$ cat src/rtl/timer_pkg.sv
package timer_pkg;
  localparam int DATA_W = 32;
  localparam int NCH    = 2;

  // word indices, channel added to base
  localparam logic [3:0] IDX_CFG   = 4'd0;
  localparam logic [3:0] IDX_CNT   = 4'd2;
  localparam logic [3:0] IDX_CMP   = 4'd4;
  localparam logic [3:0] IDX_START = 4'd6;
  localparam logic [3:0] IDX_RESET = 4'd8;

  // config bit positions
  localparam int B_EN    = 0;
  localparam int B_RST   = 1;
  localparam int B_IRQ   = 2;
  localparam int B_IEM   = 3;
  localparam int B_MODE  = 4;
  localparam int B_ONE   = 5;
  localparam int B_PEN   = 6;
  localparam int B_SRC   = 7;
  localparam int B_PVAL  = 8;
  localparam int B_CASC  = 31;
endpackage

$ cat src/rtl/timer_tick_gen.sv
module timer_tick_gen #(
  parameter int PVAL_W = 8
) (
  input  logic              clk_i,
  input  logic              rst_ni,
  input  logic              en_i,
  input  logic              clr_i,
  input  logic              ref_sel_i,
  input  logic              pre_en_i,
  input  logic [PVAL_W-1:0] pval_i,
  input  logic              ref_tick_i,
  output logic              tick_o
);
  logic [PVAL_W-1:0] pcnt_q;
  logic              pre_hit;

  assign pre_hit = (pcnt_q == pval_i);

  always_ff @(posedge clk_i or negedge rst_ni) begin
    if (!rst_ni)                pcnt_q <= '0;
    else if (!en_i || clr_i)    pcnt_q <= '0;
    else if (!ref_sel_i && pre_en_i)
      pcnt_q <= pre_hit ? '0 : pcnt_q + 1'b1;
  end

  assign tick_o = en_i && !clr_i &&
                  (ref_sel_i ? ref_tick_i : (!pre_en_i || pre_hit));
endmodule

$ cat src/rtl/timer_counter.sv
module timer_counter #(
  parameter int CNT_W = 32
) (
  input  logic             clk_i,
  input  logic             rst_ni,
  input  logic             ld_i,
  input  logic [CNT_W-1:0] ld_val_i,
  input  logic             zero_i,
  input  logic             adv_i,
  output logic [CNT_W-1:0] cnt_o
);
  always_ff @(posedge clk_i or negedge rst_ni) begin
    if (!rst_ni)     cnt_o <= '0;
    else if (ld_i)   cnt_o <= ld_val_i;
    else if (zero_i) cnt_o <= '0;
    else if (adv_i)  cnt_o <= cnt_o + 1'b1;
  end
endmodule

$ cat src/rtl/cascade_timer.sv
module cascade_timer
  import timer_pkg::*;
#(
  parameter int CNT_W  = 32,
  parameter int PVAL_W = 8,
  parameter int ADDR_W = 6
) (
  input  logic              clk_i,
  input  logic              rst_ni,
  input  logic              req_i,
  input  logic              we_i,
  input  logic [ADDR_W-1:0] addr_i,
  input  logic [DATA_W-1:0] wdata_i,
  output logic [DATA_W-1:0] rdata_o,
  input  logic              ref_tick_i,
  output logic              irq_lo_o,
  output logic              irq_hi_o
);
  logic [3:0] widx;
  logic       wr;
  assign widx = addr_i[5:2];
  assign wr   = req_i && we_i;

  logic [NCH-1:0] en_q, rstc_q, irqen_q, iem_q, mode_q, one_q, pen_q, src_q;
  logic [PVAL_W-1:0] pval_q;
  logic              casc_q;
  logic [NCH-1:0][CNT_W-1:0] cnt_q, cmp_q;
  logic [NCH-1:0] wr_cfg, wr_cnt, wr_cmp, wr_start, wr_reset;
  logic [NCH-1:0] tick, hit, wrap, adv, zero, irq_q;

  logic unused_bits;
  assign unused_bits = ^{addr_i[1:0], wdata_i};

  always_ff @(posedge clk_i or negedge rst_ni) begin
    if (!rst_ni) begin
      pval_q <= '0;
      casc_q <= 1'b0;
    end else if (wr_cfg[0]) begin
      pval_q <= wdata_i[B_PVAL +: PVAL_W];
      casc_q <= wdata_i[B_CASC];
    end
  end

  for (genvar i = 0; i < NCH; i++) begin : g_ch
    assign wr_cfg[i]   = wr && (widx == IDX_CFG   + 4'(i));
    assign wr_cnt[i]   = wr && (widx == IDX_CNT   + 4'(i));
    assign wr_cmp[i]   = wr && (widx == IDX_CMP   + 4'(i));
    assign wr_start[i] = wr && (widx == IDX_START + 4'(i));
    assign wr_reset[i] = wr && (widx == IDX_RESET + 4'(i));

    always_ff @(posedge clk_i or negedge rst_ni) begin
      if (!rst_ni) begin
        en_q[i] <= 1'b0; rstc_q[i] <= 1'b0; irqen_q[i] <= 1'b0; iem_q[i] <= 1'b0;
        mode_q[i] <= 1'b0; one_q[i] <= 1'b0; pen_q[i] <= 1'b0; src_q[i] <= 1'b0;
      end else if (wr_cfg[i]) begin
        en_q[i]    <= wdata_i[B_EN];
        rstc_q[i]  <= wdata_i[B_RST];
        irqen_q[i] <= wdata_i[B_IRQ];
        iem_q[i]   <= wdata_i[B_IEM];
        mode_q[i]  <= wdata_i[B_MODE];
        one_q[i]   <= wdata_i[B_ONE];
        pen_q[i]   <= wdata_i[B_PEN];
        src_q[i]   <= wdata_i[B_SRC];
      end else begin
        if (wr_start[i] && wdata_i[0])  en_q[i] <= 1'b1;
        else if (hit[i] && one_q[i])    en_q[i] <= 1'b0;
        if (wr_reset[i] && wdata_i[0])  rstc_q[i] <= 1'b1;
        else if (rstc_q[i])             rstc_q[i] <= 1'b0;
      end
    end

    always_ff @(posedge clk_i or negedge rst_ni) begin
      if (!rst_ni)        cmp_q[i] <= '0;
      else if (wr_cmp[i]) cmp_q[i] <= wdata_i[CNT_W-1:0];
    end

    timer_tick_gen #(.PVAL_W(PVAL_W)) u_tick (
      .clk_i      (clk_i),
      .rst_ni     (rst_ni),
      .en_i       (en_q[i] && !((i == 1) && casc_q)),
      .clr_i      (rstc_q[i]),
      .ref_sel_i  (src_q[i]),
      .pre_en_i   (pen_q[i]),
      .pval_i     (pval_q),
      .ref_tick_i (ref_tick_i),
      .tick_o     (tick[i])
    );

    timer_counter #(.CNT_W(CNT_W)) u_cnt (
      .clk_i    (clk_i),
      .rst_ni   (rst_ni),
      .ld_i     (wr_cnt[i]),
      .ld_val_i (wdata_i[CNT_W-1:0]),
      .zero_i   (zero[i]),
      .adv_i    (adv[i]),
      .cnt_o    (cnt_q[i])
    );

    always_ff @(posedge clk_i or negedge rst_ni) begin
      if (!rst_ni) irq_q[i] <= 1'b0;
      else         irq_q[i] <= hit[i] && irqen_q[i];
    end
  end

  // match, wrap and carry; in cascade the high half follows the low half
  logic eq_lo, eq_hi, lo_carry;
  always_comb begin
    eq_lo    = (cnt_q[0] == cmp_q[0]);
    eq_hi    = (cnt_q[1] == cmp_q[1]);
    lo_carry = tick[0] && (&cnt_q[0]) && !wr_cnt[0] && !rstc_q[0];
    hit[0]   = tick[0] && eq_lo && (!casc_q || eq_hi);
    hit[1]   = !casc_q && tick[1] && eq_hi;
    wrap[0]  = hit[0] && mode_q[0];
    wrap[1]  = casc_q ? wrap[0] : (hit[1] && mode_q[1]);
    adv[0]   = tick[0];
    adv[1]   = casc_q ? lo_carry : tick[1];
    zero     = rstc_q | wrap;
  end

  assign irq_lo_o = irq_q[0];
  assign irq_hi_o = irq_q[1];

  always_comb begin
    rdata_o = '0;
    case (widx)
      IDX_CFG:        rdata_o = {casc_q, 15'd0, pval_q, src_q[0], pen_q[0], one_q[0],
                                 mode_q[0], iem_q[0], irqen_q[0], rstc_q[0], en_q[0]};
      IDX_CFG + 4'd1: rdata_o = {24'd0, src_q[1], pen_q[1], one_q[1],
                                 mode_q[1], iem_q[1], irqen_q[1], rstc_q[1], en_q[1]};
      IDX_CNT:        rdata_o = DATA_W'(cnt_q[0]);
      IDX_CNT + 4'd1: rdata_o = DATA_W'(cnt_q[1]);
      IDX_CMP:        rdata_o = DATA_W'(cmp_q[0]);
      IDX_CMP + 4'd1: rdata_o = DATA_W'(cmp_q[1]);
      default:        rdata_o = '0;
    endcase
  end
endmodule

$ cat config.mk
export PLATFORM = sky130hd
export DESIGN_NAME = cascade_timer
export DESIGN_NICKNAME = d
export VERILOG_FILES = /design/src/rtl/timer_pkg.sv /design/src/rtl/timer_tick_gen.sv /design/src/rtl/timer_counter.sv /design/src/rtl/cascade_timer.sv
export SDC_FILE = /design/constraint.sdc
export NUM_CORES = 1
export LEC_CHECK = 0
export BUFFER_PORTS_ARGS = -buffer_cell sky130_fd_sc_hd__buf_2
export CAP_MARGIN = 20
export CORE_AREA = 2 2 132 230
export DETAILED_ROUTE_END_ITERATION = 16
export DIE_AREA = 0 0 134 232
export GPL_TIMING_DRIVEN = 0
export HOLD_SLACK_MARGIN = 0.15
export SLEW_MARGIN = 20
export SYNTH_ARGS = -nofsm -noshare
export SYNTH_HDL_FRONTEND = slang
export SYNTH_HIERARCHICAL = 1
export SYNTH_SLANG_ARGS = --single-unit
$ cat constraint.sdc
create_clock -name clk_i -period 6.1 [get_ports clk_i]
set_input_delay 1.22 -clock clk_i [delete_from_list [all_inputs] [get_ports clk_i]]
set_output_delay 1.22 -clock clk_i [all_outputs]
set_load 0.05 [all_outputs]
Yosys cells after proc, flatten, opt, wreduce, memory -nomap -nowiden
Index checks and enable logic that the tools add are counted.

Bitwise gates (word level): 1. Reductions and logical operators: 58. Eq/ne operators: 13. Order comparisons: 0. Shift-type cells: 0. Add/subtract/negate cells: 4. Multiplexer cells: 27. Div/mod/pow operators: 0. Multipliers: 0.

Operators by type and width (count): $mux W32 (6); $pmux W32 S6 (1); $add A32 B1 Y32 const B (2); $eq A32 B32 Y1 (2); $mux W8 (6); $logic_and A1 B1 Y1 (35); $reduce_and A32 Y1 (1); $add A8 B1 Y8 const B (2); $eq A4 B3 Y1 const B (4); $eq A8 B8 Y1 (2); $mux W1 (14); $reduce_bool A3 Y1 (4); $logic_not A1 Y1 (10); $eq A4 B2 Y1 const B (2); $eq A4 B4 Y1 const B (2); $logic_or A1 B1 Y1 (5); $eq A4 B1 Y1 const B (1); $logic_not A4 Y1 (1); $reduce_bool A2 Y1 (2); $or A2 B2 Y2 (1).

Bits in writable memories: 0. Memories: 0. Latch bits: 0. ROM bits: 0. Output and inout bits: 34. Input port bits: 43. Logic and storage cells: 129. Register bits: 171.

Depth between registers and ports, before layout
Word-level depth: 11. Mapped depth: 14. Gate-level depth less buffers: 12.

Hierarchy
Netlist, hierarchy kept.

Modules (own cells, without submodules): cascade_timer (cells an instance 462, times used 1, area an instance 5253.8 um2, seq. area each 2277.2 um2); timer_counter (g_ch[0].u_cnt) (cells an instance 223, times used 1, area an instance 1916.8 um2, seq. area each 800.8 um2); timer_counter (g_ch[1].u_cnt) (cells an instance 223, times used 1, area an instance 1903.1 um2, seq. area each 800.8 um2); timer_tick_gen (cells an instance 75, times used 2, area an instance 664.4 um2, seq. area each 200.2 um2).

Worst setup path before layout
OpenSTA, ideal clock, no wires.

Path type: input port to output port. Start point: input addr_i[5]. End point: output rdata_o[0]. Path slack: 2.177 ns. Arrival time: 2.703 ns. Cell stages on the path: 6. Cell sequence: buf_2 > nand2b_1 > nor3_2 > clkbuf_1 > a22oi_1 > nand3_1.

Cells in the longest elaborated chain, start to end: 2. Elaborated cells on any way between the ends: 7.

Ends and longest elaborated chain: start: declaration (line cascade_timer.sv:12) `input logic [ADDR_W-1:0] addr_i,`; $eq A4 B3 Y1, or another cell as far along (line cascade_timer.sv:125) `case (widx)`; $pmux W32 S6 (*) (line cascade_timer.sv:125); end: declaration (line cascade_timer.sv:14) `output logic [DATA_W-1:0] rdata_o,`.

Every way passes the cells marked *; elsewhere a longest branch is shown, timed or not.

Worst setup path after layout
Start point: input addr_i[5]. End point: output rdata_o[6].

Same word-level chain as after synthesis.

==> flow_summary.yaml <==
logic_synthesis:
  synth_edf_count: 0
  synthFlopType: "dfrtp_1"
  syn_nets: 1105
  synth_area_per_cell_um2: 9.83
  yosysSeqAreaShare_pct: 41.1
  synth_seq_cells: 171
  synthesis.area_um2: 10400
  synth_commonest_cells: "dfrtp_1 (171), nand2_1 (156), xnor2_1 (84), mux2_2 (74), nand4_1 (68)"
  synth_area_leader_cell: "dfrtp_1"
  synth_cell_types: 64
  post-synth-top-count-cell: "dfrtp_1"
  synth_top_cell_area_share_pct: 41.1
  synth_warnings: 6
  synth.top_cells.by_area: "dfrtp_1 (41%), mux2_2 (8.0%), xnor2_1 (7.1%)"
  synthArstFlopShare_pct: 100
  synthCells: 1058
route:
  drt_iter0_drc: 907
  routed_wirelength_um: 40100
  post_drt_wl_per_cell_um: 26.0
  drtAntennaViolNets: 0
  vias_per_cell: 6.07
  drcViolationCount: 0
  dr.pass1.iters: 5
  num_vias: 9364
place:
  gp_congestion: 0.973
  portBuffers: 70
  placedCellCount: 1512
  place_ws_ps: 1650
  dp_hpwl_um: 31200
layout:
  drive_gt1_share_pct: 19.6
  nets: 1196
  n_fill_cell: 2955
  postLayoutCoreUtil_pct: 40.7
  multi_input_area_um2: 5810
  syn2layout_area_growth_pct: 14.1
  insertedDiodeCount: 0
  final_cells: 1542
  seqCellArea_um2: 4280
critical_path:
  crit_arrival_ps: 3290
  cpMostUsedCell: "buf_2"
  critical_path.top_delay_family: "buffers and inverters"
  critical-path-max-stage-delay_ps: 470
  cp_max_fo: 10
  slowest_stage: "clkbuf_1"
  r2r_start: "pval_q[0]$_DFFE_PN0P_"
  cp-start-kind: "input pin"
  worstPathRequired_ps: 4880
  crit_path_end_kind: "primary output"
  worst-path-buf-inv: 3
  r2r_end: "g_ch[0].u_cnt/cnt_o[6]$_DFFE_PN0P_"
  path_class: "input pin to primary output"
  crit_chain: "buf_2 > nand2b_1 > nor3_2 > clkbuf_1 > a22oi_1 > nand3_1 > buf_2"
  regToRegSetupSlack_ps: 1720
  worstRegToRegCells: 13
sta:
  tns_ps: 0
  rsz0062_at_grt: "no"
  fin_crit_ps: 4510
  slew_headroom_pct: 25.5
  hold_viol: 0
  drv_slew: 0
  fin_ws_ps: 1590
  setup_viol: 0
  fin_skew_ps: 10.2
  fmax_mhz: 222
  tightest_slew_ps: 1110
  period_share_pct: 74.0
die:
  die_h_um: 232
  dieArea_um2: 31100
  die_w_um: 134
  boundaryPins: 77
  initial_core_util_pct: 35.6
  core_um2: 29200
  rows: 83
cts:
  cts_hold_buf: 0
  cts-root-buf: "clkbuf_16"
  cts_buffer_depth: 2
  htree_num_levels: 4
  clk_latency_ps: 460
  cts_buffers: 17
  post_cts_buffers: 0
  cts_tree: "done"
  clk_pin_slew_ps: 70
  cts_sinks: 171
  postCtsResizedCells: 0
global_route:
  grt_pass1_wl_um: 59300
  grt_usage_pct: 26.2
  grt_pass1_vias: 9433
  grt_max_degree: 73
  antenna_found_initial: 0
  grt_overflow_total: 0
min_path:
  hold_class: "flip-flop to flip-flop"
  holdPathStages: 1
  hold_start: "iem_q[1]$_DFFE_PN0P_"
  whs_endpoint: "iem_q[1]$_DFFE_PN0P_"
power_and_ir_drop:
  pwr_density_cell_nw_per_um2: 325
  peakVddDrop_mv: 0.247
  total_power_uw: 3860
  power_leakage_uw: 0.00482
run:
  maxCapViolations: 0
outcome:
  outcome: "finished, final reports clean"
## layer usage
layer / GRT usage [%] / vias up / wire [um]
met5: 0 / - / 0
met4: 19.7 / 0 / 3460
met3: 3.93 / 149 / 1990
met2: 44.7 / 445 / 19800
met1: 29.3 / 4670 / 14800
li1: - / 4100 / -
## report_power, final
group | switching, uW | internal, uW
clock | 467 | 631
combinational | 553 | 416
sequential | 449 | 1340
total | 1470 | 2390
## how the worst max path moves through the flow
stage,cells after the start,startpoint,end
after global placement,1,rst_ni,g_ch[0].u_cnt/cnt_o[5]$_DFFE_PN0P_
after detailed placement,7,addr_i[5],rdata_o[3]
after floorplan,6,addr_i[5],rdata_o[0]
after global routing,7,addr_i[5],rdata_o[6]
final,7,addr_i[5],rdata_o[6]
after CTS,7,addr_i[5],rdata_o[3]
## cells by family after synthesis
kind of cell | count (synthesis) | share of synthesized area, %
simple gates | 413 | 22.2
flops | 171 | 41.1
buf+inv | 65 | 3.07
mux | 87 | 9.38
compound gates | 193 | 12.9
xor+xnor | 125 | 10.8
fa+ha+maj | 4 | 0.481
## area by class of cell
cell class,count,share of cell area [%]
Buffer,52,2.28
Sequential cell,171,36.0
Multi-Input combinational cell,822,48.9
Tap cell,382,4.03
Clock buffer,24,4.06
Inverter,13,0.411
Timing Repair Buffer,72,3.50
Clock inverter,6,0.748
## layout by cell type (no fill, tap or decap), drive strengths merged, types with 3 or more instances in the layout
cell type / n
ha: 4
xor2: 37
o211ai: 6
or2: 4
o21ai: 49
and3: 16
a22oi: 33
nor3: 21
xnor2: 88
o211a: 4
a32o: 5
dfrtp: 171
nor2b: 10
nor2: 34
nor3b: 3
nand4b: 3
nand3: 45
and2: 8
or3: 5
o31ai: 10
o22ai: 15
nand2: 156
inv: 13
a222oi: 24
mux2i: 3
buf: 90
nand2b: 6
o21a: 4
nor4b: 3
a22o: 6
mux2: 84
nor4: 19
clkbuf: 58
nand4: 75
a21oi: 28
## stage by stage
stage,instance area [um^2],hold slack (ps)
detailed placement,11300,511
finish,11900,524
global placement,11200,511
CTS,11900,526
floorplan,10400,481
global route,11900,553
## flip-flops by register name (all words and copies together) (netlist names)
signal,cells
src_q,2
mode_q,2
en_q,2
pval_q,8
irq_hi_o,1
rstc_q,2
irqen_q,2
irq_lo_o,1
iem_q,2
cmp_q,64
one_q,2
casc_q,1
pen_q,2
g_ch.u_cnt/cnt_o,64
g_ch.u_tick/pcnt_q,16
(Power assumes the default switching activity.)
